--- src/rtl/evt_route_pkg.sv ---
package evt_route_pkg;
    typedef enum logic [1:0] {
        ST_IDLE = 2'd0,
        ST_ASG  = 2'd1,
        ST_DSC  = 2'd2
    } rt_state_e;
endpackage

--- src/rtl/evt_asg_table.sv ---
module evt_asg_table #(
    parameter int SRC_W  = 4,
    parameter int DESC_W = 3,
    parameter int DATA_W = 16,
    localparam int N     = 1 << SRC_W
) (
    input  logic              clk,
    input  logic              rst_n,
    input  logic              we,
    input  logic [SRC_W-1:0]  widx,
    input  logic              wmask,
    input  logic [DESC_W-1:0] wdesc,
    input  logic [DATA_W-1:0] wdata,
    input  logic [SRC_W-1:0]  ridx,
    output logic              rmask,
    output logic [DESC_W-1:0] rdesc,
    output logic [DATA_W-1:0] rdata
);
    typedef struct packed {
        logic              mask;
        logic [DESC_W-1:0] desc;
        logic [DATA_W-1:0] data;
    } asg_ent_t;

    asg_ent_t tab_q [N];
    asg_ent_t tab_d [N];

    always_comb begin
        for (int i = 0; i < N; i++) tab_d[i] = tab_q[i];
        if (we) tab_d[widx] = '{mask: wmask, desc: wdesc, data: wdata};
    end

    always_ff @(posedge clk) begin
        for (int i = 0; i < N; i++) begin
            if (!rst_n) tab_q[i] <= '{mask: 1'b1, desc: '0, data: '0};
            else        tab_q[i] <= tab_d[i];
        end
    end

    assign rmask = tab_q[ridx].mask;
    assign rdesc = tab_q[ridx].desc;
    assign rdata = tab_q[ridx].data;
endmodule

--- src/rtl/evt_dsc_table.sv ---
module evt_dsc_table #(
    parameter int DESC_W  = 3,
    parameter int CPU_W   = 3,
    parameter int PRIO_W  = 3,
    parameter int ADDR_W  = 16,
    parameter int LOGSZ_W = 3,
    localparam int IDX_W  = (1 << LOGSZ_W) - 1,
    localparam int N      = 1 << DESC_W
) (
    input  logic               clk,
    input  logic               rst_n,
    input  logic               cfg_we,
    input  logic [DESC_W-1:0]  cfg_idx,
    input  logic               cfg_valid,
    input  logic [CPU_W-1:0]   cfg_cpu,
    input  logic [PRIO_W-1:0]  cfg_prio,
    input  logic [ADDR_W-1:0]  cfg_base,
    input  logic [LOGSZ_W-1:0] cfg_lg,
    input  logic               adv_en,
    input  logic [DESC_W-1:0]  ridx,
    output logic               r_valid,
    output logic [CPU_W-1:0]   r_cpu,
    output logic [PRIO_W-1:0]  r_prio,
    output logic [ADDR_W-1:0]  r_addr,
    output logic               r_tgl
);
    typedef struct packed {
        logic               vld;
        logic [CPU_W-1:0]   cpu;
        logic [PRIO_W-1:0]  prio;
        logic [ADDR_W-1:0]  base;
        logic [LOGSZ_W-1:0] lg;
        logic [IDX_W-1:0]   idx;
        logic               tgl;
    } dsc_ent_t;

    dsc_ent_t tab_q [N];
    dsc_ent_t tab_d [N];

    function automatic logic [IDX_W:0] span_of(input logic [LOGSZ_W-1:0] lg);
        return (IDX_W+1)'(1) << lg;
    endfunction

    always_comb begin
        for (int i = 0; i < N; i++) tab_d[i] = tab_q[i];
        if (adv_en) begin
            if ({1'b0, tab_q[ridx].idx} + 1'b1 == span_of(tab_q[ridx].lg)) begin
                tab_d[ridx].idx = '0;
                tab_d[ridx].tgl = ~tab_q[ridx].tgl;
            end else begin
                tab_d[ridx].idx = tab_q[ridx].idx + 1'b1;
            end
        end
        // A configuration write wins over a same-cycle advance.
        if (cfg_we) begin
            tab_d[cfg_idx] = '{vld: cfg_valid, cpu: cfg_cpu, prio: cfg_prio,
                               base: cfg_base, lg: cfg_lg, idx: '0, tgl: 1'b1};
        end
    end

    always_ff @(posedge clk) begin
        for (int i = 0; i < N; i++) begin
            if (!rst_n) tab_q[i] <= '{vld: 1'b0, cpu: '0, prio: '0, base: '0,
                                      lg: '0, idx: '0, tgl: 1'b1};
            else        tab_q[i] <= tab_d[i];
        end
    end

    assign r_valid = tab_q[ridx].vld;
    assign r_cpu   = tab_q[ridx].cpu;
    assign r_prio  = tab_q[ridx].prio;
    assign r_addr  = tab_q[ridx].base + ADDR_W'(tab_q[ridx].idx);
    assign r_tgl   = tab_q[ridx].tgl;

    // the index of the selected queue never leaves its ring
    p_idx_in_ring_r5: assert property (@(posedge clk) disable iff (!rst_n)
        ({1'b0, tab_q[ridx].idx} < span_of(tab_q[ridx].lg)));

    // advancing from the last slot returns to slot 0 with the toggle inverted
    p_wrap_flip_r5: assert property (@(posedge clk) disable iff (!rst_n)
        (adv_en && !cfg_we &&
         ({1'b0, tab_q[ridx].idx} + 1'b1 == span_of(tab_q[ridx].lg)))
        |=> (tab_q[$past(ridx)].idx == '0 &&
             tab_q[$past(ridx)].tgl != $past(tab_q[ridx].tgl)));

    // a configured descriptor restarts at slot 0 with toggle 1
    p_cfg_restart_r6: assert property (@(posedge clk) disable iff (!rst_n)
        cfg_we |=> (tab_q[$past(cfg_idx)].idx == '0 && tab_q[$past(cfg_idx)].tgl));
endmodule

--- src/rtl/evt_route_ctl.sv ---
module evt_route_ctl
    import evt_route_pkg::*;
#(
    parameter int SRC_W  = 4,
    parameter int DESC_W = 3,
    parameter int DATA_W = 16,
    parameter int CPU_W  = 3,
    parameter int PRIO_W = 3,
    parameter int ADDR_W = 16,
    parameter int ERR_W  = 8
) (
    input  logic              clk,
    input  logic              rst_n,
    input  logic              ntf_valid,
    input  logic [SRC_W-1:0]  ntf_src,
    output logic              ntf_ready,
    output logic [SRC_W-1:0]  asg_ridx,
    input  logic              asg_rmask,
    input  logic [DESC_W-1:0] asg_rdesc,
    input  logic [DATA_W-1:0] asg_rdata,
    output logic [DESC_W-1:0] dsc_ridx,
    output logic              adv_en,
    input  logic              dsc_rvalid,
    input  logic [CPU_W-1:0]  dsc_rcpu,
    input  logic [PRIO_W-1:0] dsc_rprio,
    input  logic [ADDR_W-1:0] dsc_raddr,
    input  logic              dsc_rtgl,
    output logic              qw_valid,
    output logic [ADDR_W-1:0] qw_addr,
    output logic [DATA_W:0]   qw_data,
    output logic              pr_valid,
    output logic [CPU_W-1:0]  pr_cpu,
    output logic [PRIO_W-1:0] pr_prio,
    output logic [ERR_W-1:0]  err_cnt
);
    typedef struct packed {
        rt_state_e         st;
        logic [SRC_W-1:0]  src;
        logic [DESC_W-1:0] desc;
        logic [DATA_W-1:0] data;
        logic              qv;
        logic [ADDR_W-1:0] qa;
        logic [DATA_W:0]   qd;
        logic [CPU_W-1:0]  cpu;
        logic [PRIO_W-1:0] prio;
        logic              pv;
        logic [CPU_W-1:0]  pcpu;
        logic [PRIO_W-1:0] pprio;
        logic [ERR_W-1:0]  err;
    } ctl_t;

    ctl_t s_q, s_d;
    logic adv_d;

    always_comb begin
        s_d       = s_q;
        adv_d     = 1'b0;
        s_d.qv    = 1'b0;
        s_d.pv    = s_q.qv;
        s_d.pcpu  = s_q.cpu;
        s_d.pprio = s_q.prio;
        case (s_q.st)
            ST_IDLE: if (ntf_valid) begin
                s_d.src = ntf_src;
                s_d.st  = ST_ASG;
            end
            ST_ASG: begin
                s_d.desc = asg_rdesc;
                s_d.data = asg_rdata;
                s_d.st   = asg_rmask ? ST_IDLE : ST_DSC;
            end
            ST_DSC: begin
                s_d.st = ST_IDLE;
                if (dsc_rvalid) begin
                    s_d.qv   = 1'b1;
                    s_d.qa   = dsc_raddr;
                    s_d.qd   = {dsc_rtgl, s_q.data};
                    s_d.cpu  = dsc_rcpu;
                    s_d.prio = dsc_rprio;
                    adv_d    = 1'b1;
                end else if (s_q.err != '1) begin
                    s_d.err = s_q.err + 1'b1;
                end
            end
            default: s_d.st = ST_IDLE;
        endcase
    end

    always_ff @(posedge clk) begin
        if (!rst_n) begin
            s_q <= '{st: ST_IDLE, default: '0};
        end else begin
            s_q <= s_d;
        end
    end

    assign ntf_ready = (s_q.st == ST_IDLE);
    assign asg_ridx  = s_q.src;
    assign dsc_ridx  = s_q.desc;
    assign adv_en    = adv_d;
    assign qw_valid  = s_q.qv;
    assign qw_addr   = s_q.qa;
    assign qw_data   = s_q.qd;
    assign pr_valid  = s_q.pv;
    assign pr_cpu    = s_q.pcpu;
    assign pr_prio   = s_q.pprio;
    assign err_cnt   = s_q.err;

    // a masked lookup ends the job with no write two edges later
    p_mask_drop_r2: assert property (@(posedge clk) disable iff (!rst_n)
        (s_q.st == ST_ASG && asg_rmask) |=> ##1 !qw_valid);

    // the error count moves by at most one per cycle
    p_err_step_r9: assert property (@(posedge clk) disable iff (!rst_n)
        (err_cnt != $past(err_cnt)) |-> (err_cnt == $past(err_cnt) + 1'b1));
endmodule

--- src/rtl/evt_route_qwr.sv ---
module evt_route_qwr #(
    parameter int SRC_W   = 4,
    parameter int DESC_W  = 3,
    parameter int DATA_W  = 16,
    parameter int CPU_W   = 3,
    parameter int PRIO_W  = 3,
    parameter int ADDR_W  = 16,
    parameter int LOGSZ_W = 3,
    parameter int ERR_W   = 8
) (
    input  logic               clk,
    input  logic               rst_n,
    input  logic               ntf_valid,
    input  logic [SRC_W-1:0]   ntf_src,
    output logic               ntf_ready,
    input  logic               asg_we,
    input  logic [SRC_W-1:0]   asg_idx,
    input  logic               asg_mask,
    input  logic [DESC_W-1:0]  asg_desc,
    input  logic [DATA_W-1:0]  asg_data,
    input  logic               dsc_we,
    input  logic [DESC_W-1:0]  dsc_idx,
    input  logic               dsc_valid,
    input  logic [CPU_W-1:0]   dsc_cpu,
    input  logic [PRIO_W-1:0]  dsc_prio,
    input  logic [ADDR_W-1:0]  dsc_base,
    input  logic [LOGSZ_W-1:0] dsc_lg,
    output logic               qw_valid,
    output logic [ADDR_W-1:0]  qw_addr,
    output logic [DATA_W:0]    qw_data,
    output logic               pr_valid,
    output logic [CPU_W-1:0]   pr_cpu,
    output logic [PRIO_W-1:0]  pr_prio,
    output logic [ERR_W-1:0]   err_cnt
);
    logic [SRC_W-1:0]  a_ridx;
    logic              a_mask;
    logic [DESC_W-1:0] a_desc;
    logic [DATA_W-1:0] a_data;
    logic [DESC_W-1:0] d_ridx;
    logic              d_adv, d_valid, d_tgl;
    logic [CPU_W-1:0]  d_cpu;
    logic [PRIO_W-1:0] d_prio;
    logic [ADDR_W-1:0] d_addr;

    evt_asg_table #(.SRC_W(SRC_W), .DESC_W(DESC_W), .DATA_W(DATA_W)) u_asg (
        .clk(clk), .rst_n(rst_n),
        .we(asg_we), .widx(asg_idx), .wmask(asg_mask), .wdesc(asg_desc), .wdata(asg_data),
        .ridx(a_ridx), .rmask(a_mask), .rdesc(a_desc), .rdata(a_data)
    );

    evt_dsc_table #(.DESC_W(DESC_W), .CPU_W(CPU_W), .PRIO_W(PRIO_W),
                    .ADDR_W(ADDR_W), .LOGSZ_W(LOGSZ_W)) u_dsc (
        .clk(clk), .rst_n(rst_n),
        .cfg_we(dsc_we), .cfg_idx(dsc_idx), .cfg_valid(dsc_valid), .cfg_cpu(dsc_cpu),
        .cfg_prio(dsc_prio), .cfg_base(dsc_base), .cfg_lg(dsc_lg),
        .adv_en(d_adv), .ridx(d_ridx),
        .r_valid(d_valid), .r_cpu(d_cpu), .r_prio(d_prio), .r_addr(d_addr), .r_tgl(d_tgl)
    );

    evt_route_ctl #(.SRC_W(SRC_W), .DESC_W(DESC_W), .DATA_W(DATA_W), .CPU_W(CPU_W),
                    .PRIO_W(PRIO_W), .ADDR_W(ADDR_W), .ERR_W(ERR_W)) u_ctl (
        .clk(clk), .rst_n(rst_n),
        .ntf_valid(ntf_valid), .ntf_src(ntf_src), .ntf_ready(ntf_ready),
        .asg_ridx(a_ridx), .asg_rmask(a_mask), .asg_rdesc(a_desc), .asg_rdata(a_data),
        .dsc_ridx(d_ridx), .adv_en(d_adv), .dsc_rvalid(d_valid), .dsc_rcpu(d_cpu),
        .dsc_rprio(d_prio), .dsc_raddr(d_addr), .dsc_rtgl(d_tgl),
        .qw_valid(qw_valid), .qw_addr(qw_addr), .qw_data(qw_data),
        .pr_valid(pr_valid), .pr_cpu(pr_cpu), .pr_prio(pr_prio), .err_cnt(err_cnt)
    );

    // every queue write is followed by exactly one presenter notify
    p_notify_after_write_r7: assert property (@(posedge clk) disable iff (!rst_n)
        qw_valid |=> pr_valid);
    p_no_stray_notify_r7: assert property (@(posedge clk) disable iff (!rst_n)
        !qw_valid |=> !pr_valid);

    // an accepted notify holds off the next one
    p_accept_busy_r8: assert property (@(posedge clk) disable iff (!rst_n)
        (ntf_valid && ntf_ready) |=> !ntf_ready);
endmodule

--- config.mk ---
export PLATFORM = sky130hd
export DESIGN_NAME = evt_route_qwr
export DESIGN_NICKNAME = d
export VERILOG_FILES = /design/src/rtl/evt_route_pkg.sv /design/src/rtl/evt_asg_table.sv /design/src/rtl/evt_dsc_table.sv /design/src/rtl/evt_route_ctl.sv /design/src/rtl/evt_route_qwr.sv
export SDC_FILE = /design/constraint.sdc
export NUM_CORES = 2
export LEC_CHECK = 0
export BUFFER_PORTS_ARGS = -buffer_cell sky130_fd_sc_hd__buf_2
export CAP_MARGIN = 20
export CORE_MARGIN = 3
export CORE_UTILIZATION = 49
export CTS_BUF_LIST = sky130_fd_sc_hd__clkbuf_2 sky130_fd_sc_hd__clkbuf_4 sky130_fd_sc_hd__clkbuf_8
export DETAILED_ROUTE_END_ITERATION = 8
export PLACE_DENSITY = 0.68
export SLEW_MARGIN = 20
export SYNTH_ARGS = -nofsm -noshare
export SYNTH_HDL_FRONTEND = slang
export SYNTH_SLANG_ARGS = --single-unit
export TNS_END_PERCENT = 50
--- constraint.sdc ---
create_clock -name clk -period 5 [get_ports clk]
set_input_delay 0.25 -clock clk [delete_from_list [all_inputs] [get_ports clk]]
set_output_delay 0.25 -clock clk [all_outputs]
set_load 0.03 [all_outputs]
Word level (Yosys, flattened, before mapping)

Memories as Yosys holds them, arrays and structs flattened. A register that Yosys moved wholly into a read port is not among the register bits.
Index checks and enable logic that the tools add are counted.

Memory bits (writable): 592
Output and inout port bits: 50
Word-level logic and storage cells: 121
Input bits: 62
Memories kept: 2
Register bits after elaboration: 80

Memories:

| name        | depth | bits a word | read ports | clocked after Yosys merged registers in | wr ports | RTL line            | RTL |
|---|---|---|---|---|---|---|---|
| u_asg.tab_q | 16    | 20          | 17         | 1                                       | 16       | evt_asg_table.sv:25 | `asg_ent_t tab_q [N];` |
| u_dsc.tab_q | 8     | 34          | 9          | 1                                       | 8        | evt_dsc_table.sv:37 | `dsc_ent_t tab_q [N];` |

Equal/unequal tests: 5
Shifts and indexed selects: 1
Bitwise gates (word level): 29
Reductions and logical operators: 8
$lt $le $gt $ge: 6
Add/sub/neg operators: 4
Muxes and demuxes: 53

Operators with widths:

| cell                | count |
|---|---|
| $bwmux 272          | 4 |
| $mux 272            | 3 |
| $mux 20             | 17 |
| $bwmux 320          | 1 |
| $mux 320            | 1 |
| $demux 34 s3        | 3 |
| $mux 34             | 9 |
| $demux 20 s4        | 1 |
| $mux 40             | 1 |
| $or 1x1->1          | 24 |
| $add 16x7->16       | 1 |
| $add 7x1->8 const B | 1 |
| $add 8x1->8 const B | 1 |
| $eq 8x8->1          | 1 |
| $ge 4x4->1 const B  | 2 |
| $lt 4x1->1 const B  | 2 |
| $mux 4              | 2 |
| $mux 8              | 1 |
| $ne 8x8->1 const B  | 1 |
| $not 3->4           | 2 |
| $shl 1x3->8 const A | 1 |
| $add 7x1->7 const B | 1 |
| $mux 3              | 2 |
| $mux 6              | 1 |
| other kinds (14)    | 23 |

Depth between registers and ports, before layout

Word-level depth: 12
Depth in mapped cells: 21
Mapped depth without buffers: 15

Cells and area by module

Synthesis repeated with hierarchy kept, for this count alone.

Cells, all modules: 3660
Area, all modules: 30753.2 um^2

By module, submodules not included:

| module        | area an instance (um^2) | cells an instance | seq. area each (um^2) | times used |
|---|---|---|---|---|
| evt_asg_table | 14635.3                 | 1672              | 6406.1                | 1 |
| evt_dsc_table | 12934.9                 | 1610              | 5445.2                | 1 |
| evt_route_ctl | 3183.1                  | 378               | 1601.5                | 1 |

Least setup slack after synthesis

No wires, ideal clock.

Path type: register -> register
Start point: register with a tool-made name
End point: register u_ctl.s_q, in the netlist u_ctl.qw_addr[15]
Library setup time: 0.132 ns
Period minus slack after synthesis: 4.612 ns
Arrival time: 4.480 ns
Path slack: 0.388 ns
Data required time: 4.868 ns
Cell stages (with the launch flop): 21
Buffers on the path: 7
Path through: dfxtp_1 -> buf_4 -> buf_2 -> buf_2 -> buf_2 -> buf_2 -> buf_2 -> buf_2 -> mux4_2 -> mux2i_1 -> inv_1 -> ha_1 -> a21o_1 -> a21oi_1 -> o21ai_0 -> a21oi_1 -> o21ai_0 -> nand3_1 -> or4_1 -> nand3_1 -> a21oi_1

RTL lines:

| what                 | RTL line            | RTL |
|---|---|---|
| to (signal assigned) | evt_route_ctl.sv:91 | `s_q <= '{st: ST_IDLE, default: '0};` |
| to (signal assigned) | evt_route_ctl.sv:93 | `s_q <= s_d;` |
| to (decl)            | evt_route_ctl.sv:52 | `ctl_t s_q, s_d;` |

==> metrics.yaml <==
status: "completed"
p_int_mw: 8.60
postSynthAreaPerCell_um2: 8.68
gp_congestion: 0.867
cts_made_buffers: 109
grt_start_max_net_pins: 228
criticalPathCategory: "reg -> reg"
dr.pass1.iters: 5
num-nets-final: 3388
period_share_pct: 85.9
critPathTopFamily: "compound AO/OA/AOI/OAI gates"
syn_area_um2: 29000
combPwrFrac_pct: 5.3
critical_path_arrival_ns: 4.90
cpPeakStageDelay_ns: 0.59
crit_slowest_cell: "dfxtp_4"
finalClockSkew_ns: 0.0345
cts_resized: 0
fillerInstances: 5101
critPathLaunchType: "register"
ios: 112
areaGrowthSynthToFinish_pct: 11.8
fp-row-count: 88
final_area_um2: 32400
max_slew_margin_pct: 20.4
crit_chain: "mux4_2 > mux2i_4 > inv_1 > ha_1 > nand2_1 > o22ai_1 > a32o_1 > o21ai_1 > a2111o_1 > or2_1 > buf_4 > o311ai_1"
p_leak_nw: 11.0
syn_nets: 3414
die_x_um: 249
overflow: 0
num_vias: 24400
core_um2: 58100
fmax_ghz: 0.233
die_area_um2: 62200
hp-class: "in -> reg"
pwr-share-seq_pct: 49.1
cts_root_buf: "clkbuf_8"
cts_buffer_depth: 3
cts_sinks: 679
cts_tree: "done"
ys_warn_count: 0
drt_wl_total_mm: 85.7
port_buffers: 111
drv_slew: 0
ys_types: 61
critPathRequiredTime_ns: 5.60
clk_latency_ns: 0.71
postRouteAntennaNets: 0
power_switching_mw: 2.69
synthTopCellsByArea: "dfxtp_1, nand2_1, mux4_2"
synth_top_area_share_pct: 46.8
grt_pass1_wl_mm: 134
p_sw_share_pct: 23.8
rsz0062_at_grt: "false"
wire_per_inst_um: 20.6
clk_pin_slew_ns: 0.06
dp_hpwl_mm: 50.9
powerDensity_nw_per_um2: 348
synth-edff-count: 0
dp.cells: 3919
initialDrtViolationCount: 2800
clkPwrFrac_pct: 45.5
cp-end-kind: "register"
layout-drive-gt1-share_pct: 17.3
ir_drop_v: 0.000222
yosys.area.top_type: "dfxtp_1"
yosysSeqAreaShare_pct: 46.8
antenna_found_initial: 4
synth_most_common_cell: "nand2_1"
cts.htree.levels: 3
final-setup-viol-count: 0
hold_viol: 0
worst_pin_slew_ns: 1.19
final_cells: 4172
groute.usage.overall_pct: 26.9
worstPathMaxFanout: 47
fin_crit_ns: 4.29
first_global_vias: 24100
postSynthCellCount: 3342
dieHeight_um: 249
synthFlopType: "dfxtp_1"
drc_errors: 0
place_area_um2: 29500
maxCapViolCount: 0
start_util_pct: 49.9
viasPerCell: 5.85
ys_top_cells_by_count: "nand2_1, dfxtp_1, a21oi_1, clkbuf_1, mux4_2"
synthArstFlopShare_pct: 0
setup-tns-final_ns: 0
synth_seq_cells: 679
cp_num_buf_inv: 2
[final cells by class]
| type | instances | area (um^2) | area share, % |
|---|---|---|---|
| diodes | 3 | 7.51 | 0.0231 |
| clock inverters | 28 | 243 | 0.748 |
| repair buffers | 221 | 1550 | 4.79 |
| inverters | 16 | 67.6 | 0.208 |
| flip-flops and latches | 679 | 13600 | 42.0 |
| well taps | 765 | 957 | 2.95 |
| multi-input cells | 2289 | 13800 | 42.6 |
| clock buffers | 171 | 2170 | 6.70 |
[cell families after synthesis]
logic type               synth area share, %
buffers and inverters                   5.80
XOR/XNOR                               0.685
flip-flops                              46.8
multiplexers                            14.6
AND/OR/NAND/NOR                         18.9
adder cells (fa/ha/maj)                0.457
AO/OA/AOI/OAI                           12.7
[cells in the final DEF (no fill, tap or decap), types with 10 or more instances in the layout]
cell	netlist	final
clkbuf_8	0	142
and2_1	16	15
nand3_1	37	34
buf_4	50	55
dlygate4sd3_1	0	51
inv_1	13	12
dfxtp_1	679	674
nor3_1	23	16
nor2b_1	10	10
nand2_1	1190	1188
a21oi_1	563	563
mux2i_1	24	24
clkbuf_4	0	29
a32o_1	43	43
buf_2	17	111
mux2_2	10	10
mux4_2	167	167
o31ai_1	10	10
o21ai_0	22	22
nor2_1	59	53
clkinv_2	0	14
[final timing paths]
path / from / end / slack (ns) / cells after the start
worst min-delay path: rst_n / u_asg.tab_q[2][19]$_SDFFE_PN1P_ / 0.09 / 2
worst max-delay path: register / u_dsc.tab_q[0][0]$_SDFF_PN1_ / 0.71 / 12
worst min register to register: u_asg.tab_q[8][5]$_SDFFE_PN0P_ / u_asg.tab_q[8][5]$_SDFFE_PN0P_ / 0.45 / 2
worst max register to register: register / u_dsc.tab_q[0][0]$_SDFF_PN1_ / 0.71 / 12
[power groups by stage]
stage	Combinational [mW]	Clock [mW]	Sequential [mW]
after detailed placement	0.557	0	5.66
after floorplan	0.419	0	5.63
after CTS	0.593	5.22	5.54
after global placement	0.543	0	5.65
after global routing	0.648	5.45	5.55
final	0.603	5.14	5.54
[registers in the layout (all words and copies together) (netlist names), named ones only]
register and count:
u_ctl.s_d 6, u_ctl.qw_valid 1, u_ctl.qw_addr 16, u_ctl.pr_prio 3
u_ctl.dsc_ridx 3, u_ctl.asg_ridx 4, u_ctl.pr_valid 1, u_ctl.qw_data 17
u_ctl.err_cnt 8, u_ctl.pr_cpu 3, u_ctl.s_q 18, u_asg.tab_q 320
u_dsc.tab_q 272
[per-layer routing]
layer  wire length [um]  vias up  part of all wire (%)  global-route usage (%)
met5                 13        -                 0.015                       0
met2              41700     1163                    49                    45.8
met1              33200    11800                    39                    33.5
met3               7780      247                   9.1                    5.38
li1                   -    11200                     -                       -
met4               3070        2                   3.6                    11.0
[what timing repair did]
action	in CTS	in global routing
setup buffers	0	0
endpoints found under the hold margin	537	0
hold buffers	51	0
[per-stage QoR]
step           utilization, %  hold WS, ns  setup WS, ns  power (mW)
6_report                 55.8       0.0884         0.706        11.3
5_1_grt                  55.8       0.0656         0.437        11.6
4_1_cts                  55.8       0.0146         0.509        11.4
3_5_place_dp             50.7        0.444         0.566        6.22
3_3_place_gp             50.7        0.438         0.817        6.20
2_1_floorplan               -        0.396         0.388        6.05
(Power assumes the default switching activity.)
